[config.mk]
export PLATFORM = sky130hd
export DESIGN_NAME = hs_modem_monitor
export DESIGN_NICKNAME = d
export VERILOG_FILES = /design/src/rtl/hs_modem_pkg.sv /design/src/rtl/hs_loop_steer.sv /design/src/rtl/hs_sync_chain.sv /design/src/rtl/hs_delta_track.sv /design/src/rtl/hs_modem_monitor.sv
export SDC_FILE = /design/constraint.sdc
export NUM_CORES = 1
export LEC_CHECK = 0
export BUFFER_PORTS_ARGS = -buffer_cell sky130_fd_sc_hd__buf_2
export CORE_AREA = 3 3 45 47
export DETAILED_ROUTE_END_ITERATION = 12
export DIE_AREA = 0 0 48 50
export SKIP_CTS_REPAIR_TIMING = 1
export SYNTH_ARGS = -nofsm -noshare
export SYNTH_HDL_FRONTEND = slang
export SYNTH_SLANG_ARGS = --single-unit
export TNS_END_PERCENT = 1
[constraint.sdc]
create_clock -name clk -period 1.1 [get_ports clk]
set_clock_uncertainty 0.05 [all_clocks]
set_input_delay 0.055 -clock clk [delete_from_list [all_inputs] [get_ports clk]]
set_output_delay 0.055 -clock clk [all_outputs]
set_load 0.005 [all_outputs]
[src/rtl/hs_modem_pkg.sv]
package hs_modem_pkg;
    localparam int unsigned STAT_W  = 4;
    localparam int unsigned IDX_CTS = 0;
    localparam int unsigned IDX_DSR = 1;
    localparam int unsigned IDX_RI  = 2;
    localparam int unsigned IDX_DCD = 3;

    typedef logic [STAT_W-1:0] stat_vec_t;

    // lines whose flag records only the high-to-low transition
    localparam stat_vec_t TRAIL_ONLY = stat_vec_t'(1 << IDX_RI);
endpackage

[src/rtl/hs_loop_steer.sv]
module hs_loop_steer
    import hs_modem_pkg::*;
#(
    parameter logic LINE_IDLE  = 1'b1,
    parameter logic HS_PARKED  = 1'b0
) (
    input  logic      loop_en,
    input  logic      ctl_rts,
    input  logic      ctl_dtr,
    input  logic      ctl_aux_ri,
    input  logic      ctl_aux_dcd,
    input  stat_vec_t ext_stat,
    input  logic      tx_from_uart,
    input  logic      rx_from_line,
    output stat_vec_t stat_src,
    output logic      line_rts,
    output logic      line_dtr,
    output logic      tx_to_line,
    output logic      rx_to_uart
);
    stat_vec_t fed_back;

    always_comb begin
        fed_back          = '0;
        fed_back[IDX_CTS] = ctl_rts;
        fed_back[IDX_DSR] = ctl_dtr;
        fed_back[IDX_RI]  = ctl_aux_ri;
        fed_back[IDX_DCD] = ctl_aux_dcd;
    end

    always_comb begin
        if (loop_en) begin
            stat_src   = fed_back;
            line_rts   = HS_PARKED;
            line_dtr   = HS_PARKED;
            tx_to_line = LINE_IDLE;
            rx_to_uart = tx_from_uart;
        end else begin
            stat_src   = ext_stat;
            line_rts   = ctl_rts;
            line_dtr   = ctl_dtr;
            tx_to_line = tx_from_uart;
            rx_to_uart = rx_from_line;
        end
    end
endmodule

[src/rtl/hs_sync_chain.sv]
module hs_sync_chain #(
    parameter int unsigned WIDTH  = 4,
    parameter int unsigned STAGES = 2
) (
    input  logic             clk,
    input  logic             rst_n,
    input  logic [WIDTH-1:0] din,
    output logic [WIDTH-1:0] level,
    output logic [WIDTH-1:0] incoming
);
    localparam int unsigned LAST = STAGES - 1;

    typedef struct packed {
        logic [STAGES-1:0][WIDTH-1:0] stg;
    } chain_t;

    chain_t chain_d, chain_q;

    always_comb begin
        chain_d        = chain_q;
        chain_d.stg[0] = din;
        for (int i = 1; i < STAGES; i++) begin
            chain_d.stg[i] = chain_q.stg[i-1];
        end
    end

    always_ff @(posedge clk or negedge rst_n) begin
        if (!rst_n) chain_q <= '0;
        else        chain_q <= chain_d;
    end

    // level is the settled value; incoming becomes the level on the next edge
    assign level    = chain_q.stg[LAST];
    assign incoming = chain_q.stg[LAST-1];
endmodule

[src/rtl/hs_delta_track.sv]
module hs_delta_track #(
    parameter int unsigned      WIDTH      = 4,
    parameter logic [WIDTH-1:0] TRAIL_MASK = '0
) (
    input  logic             clk,
    input  logic             rst_n,
    input  logic [WIDTH-1:0] level,
    input  logic [WIDTH-1:0] incoming,
    input  logic             clr,
    output logic [WIDTH-1:0] flag
);
    typedef struct packed {
        logic [WIDTH-1:0] flag;
    } trk_t;

    trk_t             trk_d, trk_q;
    logic [WIDTH-1:0] evt;

    for (genvar b = 0; b < WIDTH; b++) begin : g_evt
        if (TRAIL_MASK[b]) begin : g_trail
            assign evt[b] = level[b] & ~incoming[b];
        end else begin : g_any
            assign evt[b] = level[b] ^ incoming[b];
        end
    end

    always_comb begin
        trk_d = trk_q;
        if (clr) trk_d.flag = '0;
        trk_d.flag = trk_d.flag | evt;
    end

    always_ff @(posedge clk or negedge rst_n) begin
        if (!rst_n) trk_q <= '0;
        else        trk_q <= trk_d;
    end

    assign flag = trk_q.flag;
endmodule

[src/rtl/hs_modem_monitor.sv]
module hs_modem_monitor
    import hs_modem_pkg::*;
#(
    parameter int unsigned SYNC_STAGES = 2
) (
    input  logic              clk,
    input  logic              rst_n,
    input  logic              cfg_loop,
    input  logic              cfg_irq_en,
    input  logic              cfg_rts,
    input  logic              cfg_dtr,
    input  logic              cfg_aux_ri,
    input  logic              cfg_aux_dcd,
    input  logic              status_rd,
    input  logic              pin_cts,
    input  logic              pin_dsr,
    input  logic              pin_dcd,
    input  logic              pin_ri,
    output logic              pin_rts,
    output logic              pin_dtr,
    input  logic              ser_tx_in,
    output logic              ser_tx_pin,
    input  logic              ser_rx_pin,
    output logic              ser_rx_out,
    output logic [STAT_W-1:0] stat_level,
    output logic [STAT_W-1:0] stat_delta,
    output logic              irq
);
    stat_vec_t ext_stat, src, lvl, nxt, flg;

    always_comb begin
        ext_stat          = '0;
        ext_stat[IDX_CTS] = pin_cts;
        ext_stat[IDX_DSR] = pin_dsr;
        ext_stat[IDX_RI]  = pin_ri;
        ext_stat[IDX_DCD] = pin_dcd;
    end

    hs_loop_steer #(
        .LINE_IDLE (1'b1),
        .HS_PARKED (1'b0)
    ) u_steer (
        .loop_en      (cfg_loop),
        .ctl_rts      (cfg_rts),
        .ctl_dtr      (cfg_dtr),
        .ctl_aux_ri   (cfg_aux_ri),
        .ctl_aux_dcd  (cfg_aux_dcd),
        .ext_stat     (ext_stat),
        .tx_from_uart (ser_tx_in),
        .rx_from_line (ser_rx_pin),
        .stat_src     (src),
        .line_rts     (pin_rts),
        .line_dtr     (pin_dtr),
        .tx_to_line   (ser_tx_pin),
        .rx_to_uart   (ser_rx_out)
    );

    hs_sync_chain #(
        .WIDTH  (STAT_W),
        .STAGES (SYNC_STAGES)
    ) u_sync (
        .clk      (clk),
        .rst_n    (rst_n),
        .din      (src),
        .level    (lvl),
        .incoming (nxt)
    );

    hs_delta_track #(
        .WIDTH      (STAT_W),
        .TRAIL_MASK (TRAIL_ONLY)
    ) u_delta (
        .clk      (clk),
        .rst_n    (rst_n),
        .level    (lvl),
        .incoming (nxt),
        .clr      (status_rd),
        .flag     (flg)
    );

    assign stat_level = lvl;
    assign stat_delta = flg;
    assign irq        = cfg_irq_en & (|flg);
endmodule

==> metrics.log, run 1 <==
INFO  metric finalNetCount = roughly 90
INFO  metric power_frac_seq = between 50% and 60%
INFO  metric worst_r2r_startpoint = u_delta.flag[0]
INFO  metric syn_area_per_cell = 14.4 sq um
INFO  metric io_buffer_count = 27
INFO  metric drv.max_cap_violation_count = 0
INFO  metric layout.cell_area.non_filler = about 760 sq um
INFO  metric drt-vias-per-instance = between 4 and 5
INFO  metric groute.usage.overall = 8.67%
INFO  metric timing.critical_path.fanout_max = 2
INFO  metric grt-ovfl-total = 0
INFO  metric unique_cell_type_count_in_the_yosys_netlist = 10
INFO  metric antenna-diode-count = 0
INFO  metric ctsRootBufferMaster = sky130_fd_sc_hd__clkbuf_4
INFO  metric area_growth_syn_to_layout = 56.4%
INFO  metric layout-drive-gt1-share = approximately 51%
INFO  metric power.leakage = between 0.3 and 0.4 nW
INFO  metric setup.reg_to_reg.worst_slack = roughly 0.3 ns
INFO  metric combPwrFrac = approximately a fifth
INFO  metric proportion_of_total_power_due_to_net_switching = a little under a quarter
INFO  metric route.detailed.wl_per_inst = approximately 11 um
INFO  metric timing.hold.ws = around 0.14 ns
INFO  metric switchingPower = 0.000216 W
INFO  metric hold_path.class = in2async
INFO  metric critical-path-max-stage-delay = 0.41 ns
INFO  metric totalWireLength = ~960 um
INFO  metric num-fill-cells = roughly 160
INFO  metric i_o_pin_cnt = 28
INFO  metric cts_tree = built
INFO  metric vdd_ir_drop_max = 0.000446 V
INFO  metric fin_crit = 1.28 ns
INFO  metric globalplace.congestion = just over 0.7
INFO  metric first_global_vias = 348
INFO  metric outcome = finished with violations
INFO  metric multi_input_comb_area = approximately 160 sq um
INFO  metric die_h = approximately 50 um
INFO  metric first_iter_violations = 2
INFO  metric path_cells = o41a_1 -> buf_2
INFO  metric timing.fmax = slightly below 800 MHz
INFO  metric postSynthCellCount = 34
INFO  metric path_clk_slew = 0.07 ns
INFO  metric critPathTopFamily = compound AO/OA/AOI/OAI gates
INFO  metric setup-violations-final = 1
INFO  metric timing.final.crit_share = 116%
INFO  metric routed-via-count = 391
INFO  metric worst_setup_path_type = reg2out
INFO  metric violations = setup timing
INFO  metric critical_path.endpoint_type = output pin
INFO  metric timing.critical_path.slowest_stage_cell = sky130_fd_sc_hd__o41a_1
INFO  metric htree_num_levels = 1
INFO  metric reg2reg_to = u_delta.flag[0]
INFO  metric power_density = roughly 1200 nW/um^2
INFO  metric remaining_number_of_nets_flagged_by_the_antenna_check_after_routing = 0
INFO  metric grt_start_max_net_pins = 13
INFO  metric yosysSeqAreaShare = about 62%
INFO  metric layout.cells.non_filler = between 90 and 100
INFO  metric cts_buffers = 3
INFO  metric startpoint_type = flop
INFO  metric detail_route.first_pass.iterations = 3
INFO  metric clockBufferDepth = 2
INFO  metric worstSkewPairLatency = 0.26 ns
INFO  metric syn-cell-area = just under 500 sq um
INFO  metric core_area = approximately 1700 sq um
INFO  metric p_clk_share = roughly 26%
INFO  metric flip_flop_and_latch_count_after_synthesis = 12
INFO  metric die_width = around 48 um
INFO  metric fin_ws = -0.178 ns
INFO  metric die-area = 2400 sq um
INFO  metric timing.critical_path.required = 1.00 ns
INFO  metric detail_route.drc_violations = 0
INFO  metric initial_antenna_violation_count = 0
INFO  metric place_inst = 77
INFO  metric power_report.internal_total = roughly 0.00073 W
INFO  metric number_of_clock_sinks_seen_by_cts = 12
INFO  metric layout.area.seq = between 300 and 400 sq um
INFO  metric floorplan.initialDensity = 28.9%
INFO  metric hold_viol_final = 0
INFO  metric rsz0062_at_grt = true
INFO  metric grt_first_pass_wirelength = 1.41 mm
INFO  metric crit_arrival = approximately 1.2 ns
INFO  metric yosysWarnings = 0
INFO  metric place_area = about 630 sq um
INFO  metric slew-limit-headroom = 82.4%
INFO  metric floorplan.rows = 15
INFO  metric timing.critical_path.buf_inv = 1
INFO  metric worst_slew_pin_slew = roughly 0.26 ns
INFO  metric synth.net_count = 49
INFO  metric slew_violations = 0
INFO  metric r2r.worst_path.cells = 3
-- through the flow --
stage | utilization (%) | total power (W) | TNS [ns] | setup WS [ns]
floorplan | - | 0.000596 | 0 | 0.188
global placement | 37.5 | 0.000675 | 0 | 0.101
detailed placement | 37.5 | 0.000680 | 0 | 0.0913
CTS | 38.8 | 0.000942 | -0.215 | -0.215
global route | 45.2 | 0.00103 | -0.236 | -0.236
finish | 45.2 | 0.000950 | -0.178 | -0.178
-- registers in the layout, summed over array words and instances (netlist names) --
name	cells
u_sync.incoming	4
u_sync.level	4
u_delta.flag	4
-- power groups by stage --
stage                     registers, W  clock network, W  logic [W]
after CTS                     0.000516          0.000270   0.000156
after detailed placement      0.000525                 0   0.000155
after global routing          0.000519          0.000297   0.000217
after floorplan               0.000525                 0  0.0000704
final                         0.000514          0.000246   0.000191
after global placement        0.000522                 0   0.000154
-- how the worst max path moves through the flow --
| stage | depth (start not counted) | end | from | slack, ns |
|---|---|---|---|---|
| detailed placement | 2 | irq | u_delta.flag[0] | 0.09 |
| floorplan | 1 | irq | u_delta.flag[0] | 0.19 |
| CTS | 2 | irq | u_delta.flag[0] | -0.21 |
| finish | 2 | irq | u_delta.flag[0] | -0.18 |
| global placement | 2 | irq | u_delta.flag[0] | 0.10 |
| global route | 2 | irq | u_delta.flag[1] | -0.24 |
-- Yosys cell counts, drive strengths merged --
cell	number	share of area (%)
and2b	2	3.6
o22ai	1	1.3
o41a	1	2.3
buf	1	2.3
o21ai	3	3.1
mux2	5	15
xnor2	3	5.4
dfrtp	12	62
or2	1	1.3
inv	5	3.8
-- final cells by class --
| type | count | share of cell area (%) |
|---|---|---|
| clock buffers | 3 | 2.95 |
| inverters | 5 | 2.46 |
| multi-input cells | 16 | 20.7 |
| flip-flops and latches | 12 | 39.3 |
| well taps | 17 | 2.79 |
| repair buffers | 38 | 31.8 |
-- cell families after synthesis --
group	share of synthesized area, %
buf+inv	6.15
xor+xnor	5.39
compound gates	6.67
simple gates	4.87
mux	15.4
flops	61.5
-- layer usage --
layer,track usage [%],wire length (um),vias up
met3,5.84,114,0
met2,11.0,433,28
li1,-,-,193
met5,0,0,-
met4,5.38,0,0
met1,10.3,415,170
-- placed cells by master, fill, tap and decap left out, drive strengths merged --
cell          n
mux2          5
and2b         2
o41a          1
buf          28
inv           5
clkbuf        3
or2           1
o22ai         1
dfrtp        12
dlygate4sd3  10
xnor2         3
o21ai         3
-- worst reg2reg max path: cells and delay by family (launching register included) --
| family | cells | cell delay, ns |
|---|---|---|
| flops | 1 | 0.38 |
| buf+inv | 2 | 0.19 |
| compound gates | 1 | 0.07 |
Power figures use the tool's default switching activity.
==> run 2: changes to the inputs <==
--- a/config.mk
+++ b/config.mk
@@ -12,5 +12,6 @@
 export SKIP_CTS_REPAIR_TIMING = 1
 export SYNTH_ARGS = -nofsm -noshare
 export SYNTH_HDL_FRONTEND = slang
+export SYNTH_HIERARCHICAL = 1
 export SYNTH_SLANG_ARGS = --single-unit
 export TNS_END_PERCENT = 1
==> run 2 against run 1 <==
Effect of this change: the flow still finishes with violations (setup timing); register-to-register slack hardly changed; area after synthesis stayed put; worst setup slack worse by 0.016 ns; sequential share of layout area is 0.39 points higher; sequential cell count stayed put; largest cell class unchanged; utilization is 0.44 points lower.
==> metrics.log, run 2 <==
INFO  metric path_clk_slew = 0.07 ns (about the same)
INFO  metric mostFrequentLayoutCell = sky130_fd_sc_hd__buf_2
INFO  metric timing.critical_path.buf_inv = 1 (unchanged)
INFO  metric yosysTopAreaCellShare = 61.5% (unchanged)
INFO  metric timing.critical_path.fanout_max = 3 (+1)
INFO  metric fin_ws = -0.194 ns (-0.0161 ns)
INFO  metric routed-via-count = 389 (-0.51%)
INFO  metric power_report.internal_total = 0.000729 W (-0.72%)
INFO  metric yosysWarnings = 6 (+6)
INFO  metric floorplan.initialDensity = 28.9% (unchanged)
INFO  metric clockBufferDepth = 2 (unchanged)
INFO  metric slew-limit-headroom = 82.4% (about the same)
INFO  metric synth_most_common_cell = sky130_fd_sc_hd__dfrtp_1
INFO  metric gr-usage-met3 = 2.92% (-2.9 points)
INFO  metric timing.critical_path.slowest_stage_cell = sky130_fd_sc_hd__o41a_1
INFO  metric die-area = 2400 sq um (unchanged)
INFO  metric worstSkewPairLatency = 0.26 ns (about the same)
INFO  metric num-fill-cells = 158 (unchanged)
INFO  metric synth.net_count = 49 (unchanged)
INFO  metric postSynth.topFlopCell = sky130_fd_sc_hd__dfrtp_1
INFO  metric die_h = 50 um (unchanged)
INFO  metric vdd_ir_drop_max = 0.000500 V (+12%)
INFO  metric initial_antenna_violation_count = 0 (unchanged)
INFO  metric synth.area.top_cells = sky130_fd_sc_hd__dfrtp_1, sky130_fd_sc_hd__mux2_4, sky130_fd_sc_hd__xnor2_1
INFO  metric ctsRootBufferMaster = sky130_fd_sc_hd__clkbuf_4
INFO  metric detail_route.first_pass.iterations = 3 (unchanged)
INFO  metric power.leakage = 0.394 nW (-1.1%)
INFO  metric yosys-top-cells-count = sky130_fd_sc_hd__dfrtp_1, sky130_fd_sc_hd__inv_1, sky130_fd_sc_hd__mux2_4
INFO  metric critPathTopFamily = compound AO/OA/AOI/OAI gates
INFO  metric i_o_pin_cnt = 28 (unchanged)
INFO  metric remaining_number_of_nets_flagged_by_the_antenna_check_after_routing = 0 (unchanged)
INFO  metric place_inst = 77 (unchanged)
INFO  metric proportion_of_total_power_due_to_net_switching = 23.4% (+0.65 points)
INFO  metric worst_slew_pin_slew = 0.265 ns (+0.00110 ns)
INFO  metric asyncSetResetFlopFracSynth = 100% (unchanged)
INFO  metric post-synth-top-area-cell = sky130_fd_sc_hd__dfrtp_1
INFO  metric first_global_vias = 356 (+2.3%)
INFO  metric cts_tree = built
INFO  metric drt-vias-per-instance = 4.32 (+0.59%)
INFO  metric timing.final.crit_share = 118% (+1.5 points)
INFO  metric critical_path.endpoint_type = output pin
INFO  metric power_frac_seq = 54.2% (about the same)
INFO  metric die_width = 48 um (unchanged)
INFO  metric timing.critical_path.required = 1.00 ns (about the same)
INFO  metric htree_num_levels = 1 (unchanged)
INFO  metric slew_violations = 0 (unchanged)
INFO  metric switchingPower = 0.000223 W (+3.0%)
INFO  metric groute.usage.overall = 8.46% (-0.20 points)
INFO  metric outcome = finished with violations
INFO  metric fin_crit = 1.29 ns (+0.0161 ns)
INFO  metric flip_flop_and_latch_count_after_synthesis = 12 (unchanged)
INFO  metric setup-violations-final = 1 (unchanged)
INFO  metric crit_arrival = 1.19 ns (+0.02 ns)
INFO  metric cts_buffers = 3 (unchanged)
INFO  metric grt.busiest_layer = met2
INFO  metric number_of_clock_sinks_seen_by_cts = 12 (unchanged)
INFO  metric io_buffer_count = 27 (unchanged)
INFO  metric timing.fmax = 773 MHz (-1.2%)
INFO  metric use_met1 = 10.6% (+0.25 points)
INFO  metric grt_util_met2 = 11.9% (+0.88 points)
INFO  metric p_clk_share = 26.3% (+0.4 points)
INFO  metric drv.max_cap_violation_count = 0 (unchanged)
INFO  metric first_iter_violations = 4 (+2)
INFO  metric startpoint_type = flop
INFO  metric area_growth_syn_to_layout = 54.9%
INFO  metric hold_viol_final = 0 (unchanged)
INFO  metric route.detailed.wl_per_inst = 11.0 um (+4.2%)
INFO  metric layout.cells.non_filler = 90 (-1.1%)
INFO  metric most-common-layout-cells = sky130_fd_sc_hd__buf_2, sky130_fd_sc_hd__dfrtp_1, sky130_fd_sc_hd__dlygate4sd3_1
INFO  metric total_power = 0.000951 W (+0.13%)
INFO  metric grt_first_pass_wirelength = 1.44 mm (+2.5%)
INFO  metric syn-cell-area = 488 sq um (unchanged)
INFO  metric violations = setup timing
INFO  metric synth_enable_flop_cells = 0 (unchanged)
INFO  metric worst_setup_path_type = reg2out
INFO  metric rsz0062_at_grt = true
INFO  metric grt-ovfl-total = 0 (unchanged)
INFO  metric grt_start_max_net_pins = 13 (unchanged)
INFO  metric antenna-diode-count = 0 (unchanged)
INFO  metric critical-path-max-stage-delay = 0.41 ns (about the same)
INFO  metric core_area = 1690 sq um (unchanged)
INFO  metric floorplan.rows = 15 (unchanged)
INFO  metric syn_area_per_cell = 14.4 sq um (unchanged)
INFO  metric totalWireLength = 992 um (+3.0%)
INFO  metric layout-drive-gt1-share = 50.7% (-0.67 points)
INFO  metric power_density = 1260 nW/um^2 (+1.1%)
INFO  metric path_cells = o41a_1 -> buf_2
INFO  metric combPwrFrac = 19.5% (-0.6 points)
INFO  metric globalplace.congestion = 0.659 (-7.3%)
INFO  metric hold_path.class = in2async
INFO  metric finalNetCount = 90 (-1.1%)
INFO  metric detail_route.drc_violations = 0 (unchanged)
INFO  metric place_worst_setup_slack = 0.0845 ns (-0.00673 ns)
INFO  metric unique_cell_type_count_in_the_yosys_netlist = 10 (unchanged)
INFO  metric yosysSeqAreaShare = 61.5% (unchanged)
INFO  metric postSynthCellCount = 34 (unchanged)
-- run 2: cell count changes in the layout (fill, tap and decap cells not counted) --
cell | before | now
sky130_fd_sc_hd__buf_4 | 1 | 0
sky130_fd_sc_hd__o21ai_1 | 0 | 3
sky130_fd_sc_hd__o21ai_0 | 3 | 0
-- run 2: through the flow --
| stage | hold slack (ns) | TNS [ns] | cell area [sq um] | utilization [%] |
|---|---|---|---|---|
| 3_5_place_dp | -0.104 | 0 | 633 | 37.5 |
| 3_3_place_gp | -0.111 | 0 | 633 | 37.5 |
| 6_report | 0.146 | -0.194 | 756 | 44.7 |
| 4_1_cts | -0.392 | -0.209 | 656 | 38.8 |
| 2_1_floorplan | -0.291 | 0 | 488 | - |
| 5_1_grt | 0.150 | -0.241 | 756 | 44.7 |
-- run 2: cell type report --
class | count | area, sq um | area share, %
Clock buffer | 3 | 22.5 | 2.98
Sequential cell | 12 | 300 | 39.7
Timing Repair Buffer | 37 | 235 | 31.1
Inverter | 5 | 18.8 | 2.48
Tap cell | 17 | 21.3 | 2.81
Multi-Input combinational cell | 16 | 158 | 20.9
-- run 2: final timing paths --
path | start | end | slack (ns) | depth (start not counted)
max in group asynchronous | rst_n | u_sync/incoming[1] | 0.64 | 2
min | rst_n | u_delta/flag[0] | 0.15 | 2
max | u_delta/flag[2] | irq | -0.19 | 2
max reg2reg | u_sync/incoming[3] | u_delta/flag[3] | 0.30 | 2
min reg2reg | u_sync/incoming[2] | u_sync/level[2] | 0.34 | 0
min in group clk | cfg_loop | u_sync/incoming[0] | 0.15 | 2
-- run 2: power groups by stage --
| stage | sequential [W] | combinational (W) | clock (W) |
|---|---|---|---|
| finish | 0.000516 | 0.000185 | 0.000250 |
| global route | 0.000522 | 0.000208 | 0.000290 |
| CTS | 0.000518 | 0.000161 | 0.000268 |
| detailed placement | 0.000526 | 0.000160 | 0 |
| global placement | 0.000522 | 0.000157 | 0 |
| floorplan | 0.000525 | 0.0000733 | 0 |
-- run 2: cell families (layout without fill, tap and decap cells) --
family | Yosys count | count (layout) | synth area share, %
muxes | 5 | 5 | 15.4
DFF | 12 | 12 | 61.5
and+or+nand+nor | 3 | 3 | 4.87
buffers and inverters | 6 | 45 | 6.15
AOI/OAI and AO/OA | 5 | 5 | 6.67
xor gates and xnor gates | 3 | 3 | 5.39
-- run 2: metal layers --
layer  vias up  routed length [um]
li1        189                   -
met1       168                 410
met2        30                 454
met3         2                 112
met4         0                  15
met5         -                   0
-- run 2: worst reg2reg max path: cells and delay by family (launching register included) --
family	cells	cell delay, ns
xor gates and xnor gates	1	0.15
DFF	1	0.39
AOI/OAI and AO/OA	1	0.09
==> run 3: changes to the inputs <==
--- a/config.mk
+++ b/config.mk
@@ -5,6 +5,7 @@
 export SDC_FILE = /design/constraint.sdc
 export NUM_CORES = 1
 export LEC_CHECK = 0
+export ABC_AREA = 1
 export BUFFER_PORTS_ARGS = -buffer_cell sky130_fd_sc_hd__buf_2
 export CORE_AREA = 3 3 45 47
 export DETAILED_ROUTE_END_ITERATION = 12
==> run 3 against run 2 <==
Effect of this change: the flow now finishes without violations; highest routed layer unchanged; synthesized cell count is 76% higher; die area stayed put; register-to-register slack hardly changed; area after synthesis is 2.6% higher; routed wire length is 1.4% higher; worst setup slack better by 0.21 ns.
==> metrics.log, run 3 <==
INFO  metric setup-violations-final = 0 (-1)
INFO  metric yosysSeqAreaShare = 60.0% (-1.5 points)
INFO  metric cts_tree = built
INFO  metric hold_path_end = u_delta/flag[2]
INFO  metric ctsRootBufferMaster = sky130_fd_sc_hd__clkbuf_4
INFO  metric slew-limit-headroom = 82.8% (+0.45 points)
INFO  metric rsz0062_at_grt = true
INFO  metric worst_setup_path_type = reg2out
INFO  metric asyncSetResetFlopFracSynth = 100% (unchanged)
INFO  metric setup.reg_to_reg.worst_slack = 0.31 ns (about the same)
INFO  metric timing.critical_path.fanout_max = 3 (unchanged)
INFO  metric mostFrequentLayoutCell = sky130_fd_sc_hd__buf_2
INFO  metric syn-cell-area = 500 sq um (+2.6%)
INFO  metric r2r.worst_path.cells = 3 (+1)
INFO  metric detail_route.first_pass.iterations = 4 (+1)
INFO  metric die_h = 50 um (unchanged)
INFO  metric reg2reg_to = u_delta/flag[1]
INFO  metric area_growth_syn_to_layout = 55.8%
INFO  metric finalNetCount = 116 (+29%)
INFO  metric slew_violations = 0 (unchanged)
INFO  metric core_area = 1690 sq um (unchanged)
INFO  metric critPathTopFamily = flip-flops
INFO  metric route.detailed.wl_per_inst = 8.60 um (-22%)
INFO  metric postSynth.topFlopCell = sky130_fd_sc_hd__dfrtp_1
INFO  metric floorplan.rows = 15 (unchanged)
INFO  metric totalWireLength = 1.01 mm (+1.4%)
INFO  metric startpoint_type = flop
INFO  metric hold_path.class = in2reg
INFO  metric synth_most_common_cell = sky130_fd_sc_hd__nand2_1
INFO  metric die_width = 48 um (unchanged)
INFO  metric cts_buffers = 3 (unchanged)
INFO  metric startpoint = u_delta/flag[3]
INFO  metric routed-via-count = 484 (+24%)
INFO  metric critical_path.endpoint_type = output pin
INFO  metric setup_tns = 0 ns (+0.194 ns)
INFO  metric worst_slew_pin_slew = 0.258 ns (-0.00675 ns)
INFO  metric fin_crit = 1.08 ns (-0.211 ns)
INFO  metric number_of_clock_sinks_seen_by_cts = 12 (unchanged)
INFO  metric layout.cell_area.non_filler = 779 sq um (+3.1%)
INFO  metric syn_area_per_cell = 8.34 sq um (-42%)
INFO  metric place_area = 646 sq um (+2.0%)
INFO  metric synth_enable_flop_cells = 0 (unchanged)
INFO  metric io_buffer_count = 27 (unchanged)
INFO  metric postSynthCellCount = 60 (+76%)
INFO  metric layout-drive-gt1-share = 35.0% (-16 points)
INFO  metric yosys-top-cells-count = sky130_fd_sc_hd__nand2_1, sky130_fd_sc_hd__dfrtp_1, sky130_fd_sc_hd__inv_1
INFO  metric timing.fmax = 923 MHz (+19%)
INFO  metric power.leakage = 0.458 nW (+16%)
INFO  metric timing.final.crit_share = 98.5% (-19 points)
INFO  metric timing.critical_path.buf_inv = 1 (unchanged)
INFO  metric timing.critical_path.required = 1.00 ns (about the same)
INFO  metric num-fill-cells = 162 (+2.5%)
INFO  metric htree_num_levels = 1 (unchanged)
INFO  metric power_density = 1320 nW/um^2 (+4.7%)
INFO  metric synth.net_count = 75 (+53%)
INFO  metric first_iter_violations = 6 (+2)
INFO  metric synth.area.top_cells = sky130_fd_sc_hd__dfrtp_1, sky130_fd_sc_hd__nand2_1, sky130_fd_sc_hd__inv_1
INFO  metric most-common-layout-cells = sky130_fd_sc_hd__buf_2, sky130_fd_sc_hd__nand2_1, sky130_fd_sc_hd__dfrtp_1
INFO  metric post-synth-top-area-cell = sky130_fd_sc_hd__dfrtp_1
INFO  metric drv.max_cap_violation_count = 0 (unchanged)
INFO  metric holdCritStartpoint = status_rd
INFO  metric yosysWarnings = 6 (unchanged)
INFO  metric dr_wl_met2 = 450 um (-0.88%)
INFO  metric path_cells = nor2_1 -> a21oi_1 -> buf_2
INFO  metric unique_cell_type_count_in_the_yosys_netlist = 10 (unchanged)
INFO  metric first_global_vias = 398 (+12%)
INFO  metric floorplan.initialDensity = 29.6% (+0.74 points)
INFO  metric wl_met1 = 445 um (+8.5%)
INFO  metric grt_start_max_net_pins = 13 (unchanged)
INFO  metric flip_flop_and_latch_count_after_synthesis = 12 (unchanged)
INFO  metric top_layer = met4
INFO  metric critical-path-max-stage-delay = 0.39 ns (-0.02 ns)
INFO  metric timing.hold.worst_path_depth = 4
INFO  metric initial_antenna_violation_count = 0 (unchanged)
INFO  metric i_o_pin_cnt = 28 (unchanged)
INFO  metric drt-vias-per-instance = 4.14 (-4.3%)
INFO  metric yosysTopAreaCellShare = 60.0% (-1.5 points)
INFO  metric grt_first_pass_wirelength = 1.52 mm (+5.7%)
INFO  metric detail_route.drc_violations = 0 (unchanged)
INFO  metric globalplace.congestion = 0.671 (+1.8%)
INFO  metric worstSkewPairLatency = 0.27 ns (about the same)
INFO  metric path_clk_slew = 0.07 ns (about the same)
INFO  metric crit_arrival = 0.98 ns (-0.21 ns)
INFO  metric grt-ovfl-total = 0 (unchanged)
INFO  metric outcome = completed
INFO  metric die-area = 2400 sq um (unchanged)
INFO  metric hold_viol_final = 0 (unchanged)
INFO  metric worst_r2r_startpoint = u_delta/flag[1]
INFO  metric clockBufferDepth = 2 (unchanged)
INFO  metric total_half_perimeter_wirelength_after_legalization_and_detailed_placement = around 760 um
INFO  metric remaining_number_of_nets_flagged_by_the_antenna_check_after_routing = 0 (unchanged)
INFO  metric antenna-diode-count = 0 (unchanged)
INFO  metric vdd_ir_drop_max = 0.000485 V (-3.0%)
INFO  metric groute.usage.overall = 9.24% (+0.78 points)
INFO  metric met3WireLength = 99 um (-12%)
INFO  metric timing.critical_path.slowest_stage_cell = sky130_fd_sc_hd__dfrtp_1
==> run 3: cell count changes after synthesis, sizes merged, moves of 2 or more <==
cell / previous run / this run
mux2: 5 / 0
inv: 5 / 12
nand3: 0 / 3
nor2: 0 / 4
o21ai: 3 / 1
nand2: 0 / 25
xnor2: 3 / 0
and2b: 2 / 0
==> run 3: logic make-up after synthesis <==
kind of cell | synth area share, %
buffers and inverters | 11.3
AOI/OAI and AO/OA | 2.75
DFF | 60.0
and+or+nand+nor | 26.0
==> run 3: area by class of cell <==
class | count | area (sq um) | share of cell area (%)
inverter | 12 | 45.0 | 5.78
clock buffer | 4 | 36.3 | 4.65
tap | 17 | 21.3 | 2.73
multi-input combinational | 35 | 144 | 18.5
sequential | 12 | 300 | 38.5
timing repair buffer | 37 | 233 | 29.9
==> run 3: power by group <==
part	switching (W)	leakage (nW)	internal [W]	total, W
Clock	0.000139	0.0210	0.000201	0.000340
Combinational	0.0000774	0.296	0.0000988	0.000176
Sequential	0.0000283	0.141	0.000483	0.000511
Total	0.000245	0.458	0.000783	0.00103
==> run 3: per-stage QoR <==
stage	std cells	hold slack (ns)	worst slack (ns)	total power [W]	util, %
floorplan	60	-0.291	0.419	0.000586	-
global placement	103	-0.108	0.343	0.000663	38.2
detailed placement	103	-0.108	0.310	0.000669	38.2
CTS	107	-0.406	0.000256	0.00102	40.4
global route	117	0.00325	-0.0665	0.00110	46.1
finish	117	0.00775	0.0170	0.00103	46.1
==> run 3: worst register-to-register path: stages (launching register included) <==
cell and delay, ns:
sky130_fd_sc_hd__dfrtp_1 0.39, sky130_fd_sc_hd__buf_4 0.13, sky130_fd_sc_hd__nand2_1 0.05, sky130_fd_sc_hd__nand3_1 0.06
==> run 3: worst max-delay path by stage <==
stage	to	cells after the start
final	irq	3
after global routing	irq	3
after CTS	irq	3
after detailed placement	irq	3
after global placement	irq	3
after floorplan	u_delta/flag[0]	2
==> run 3: routing by layer <==
layer,track usage (%),up-vias
li1,-,255
met1,11.7,201
met2,11.7,26
met3,3.28,2
met4,8.07,0
met5,0,-
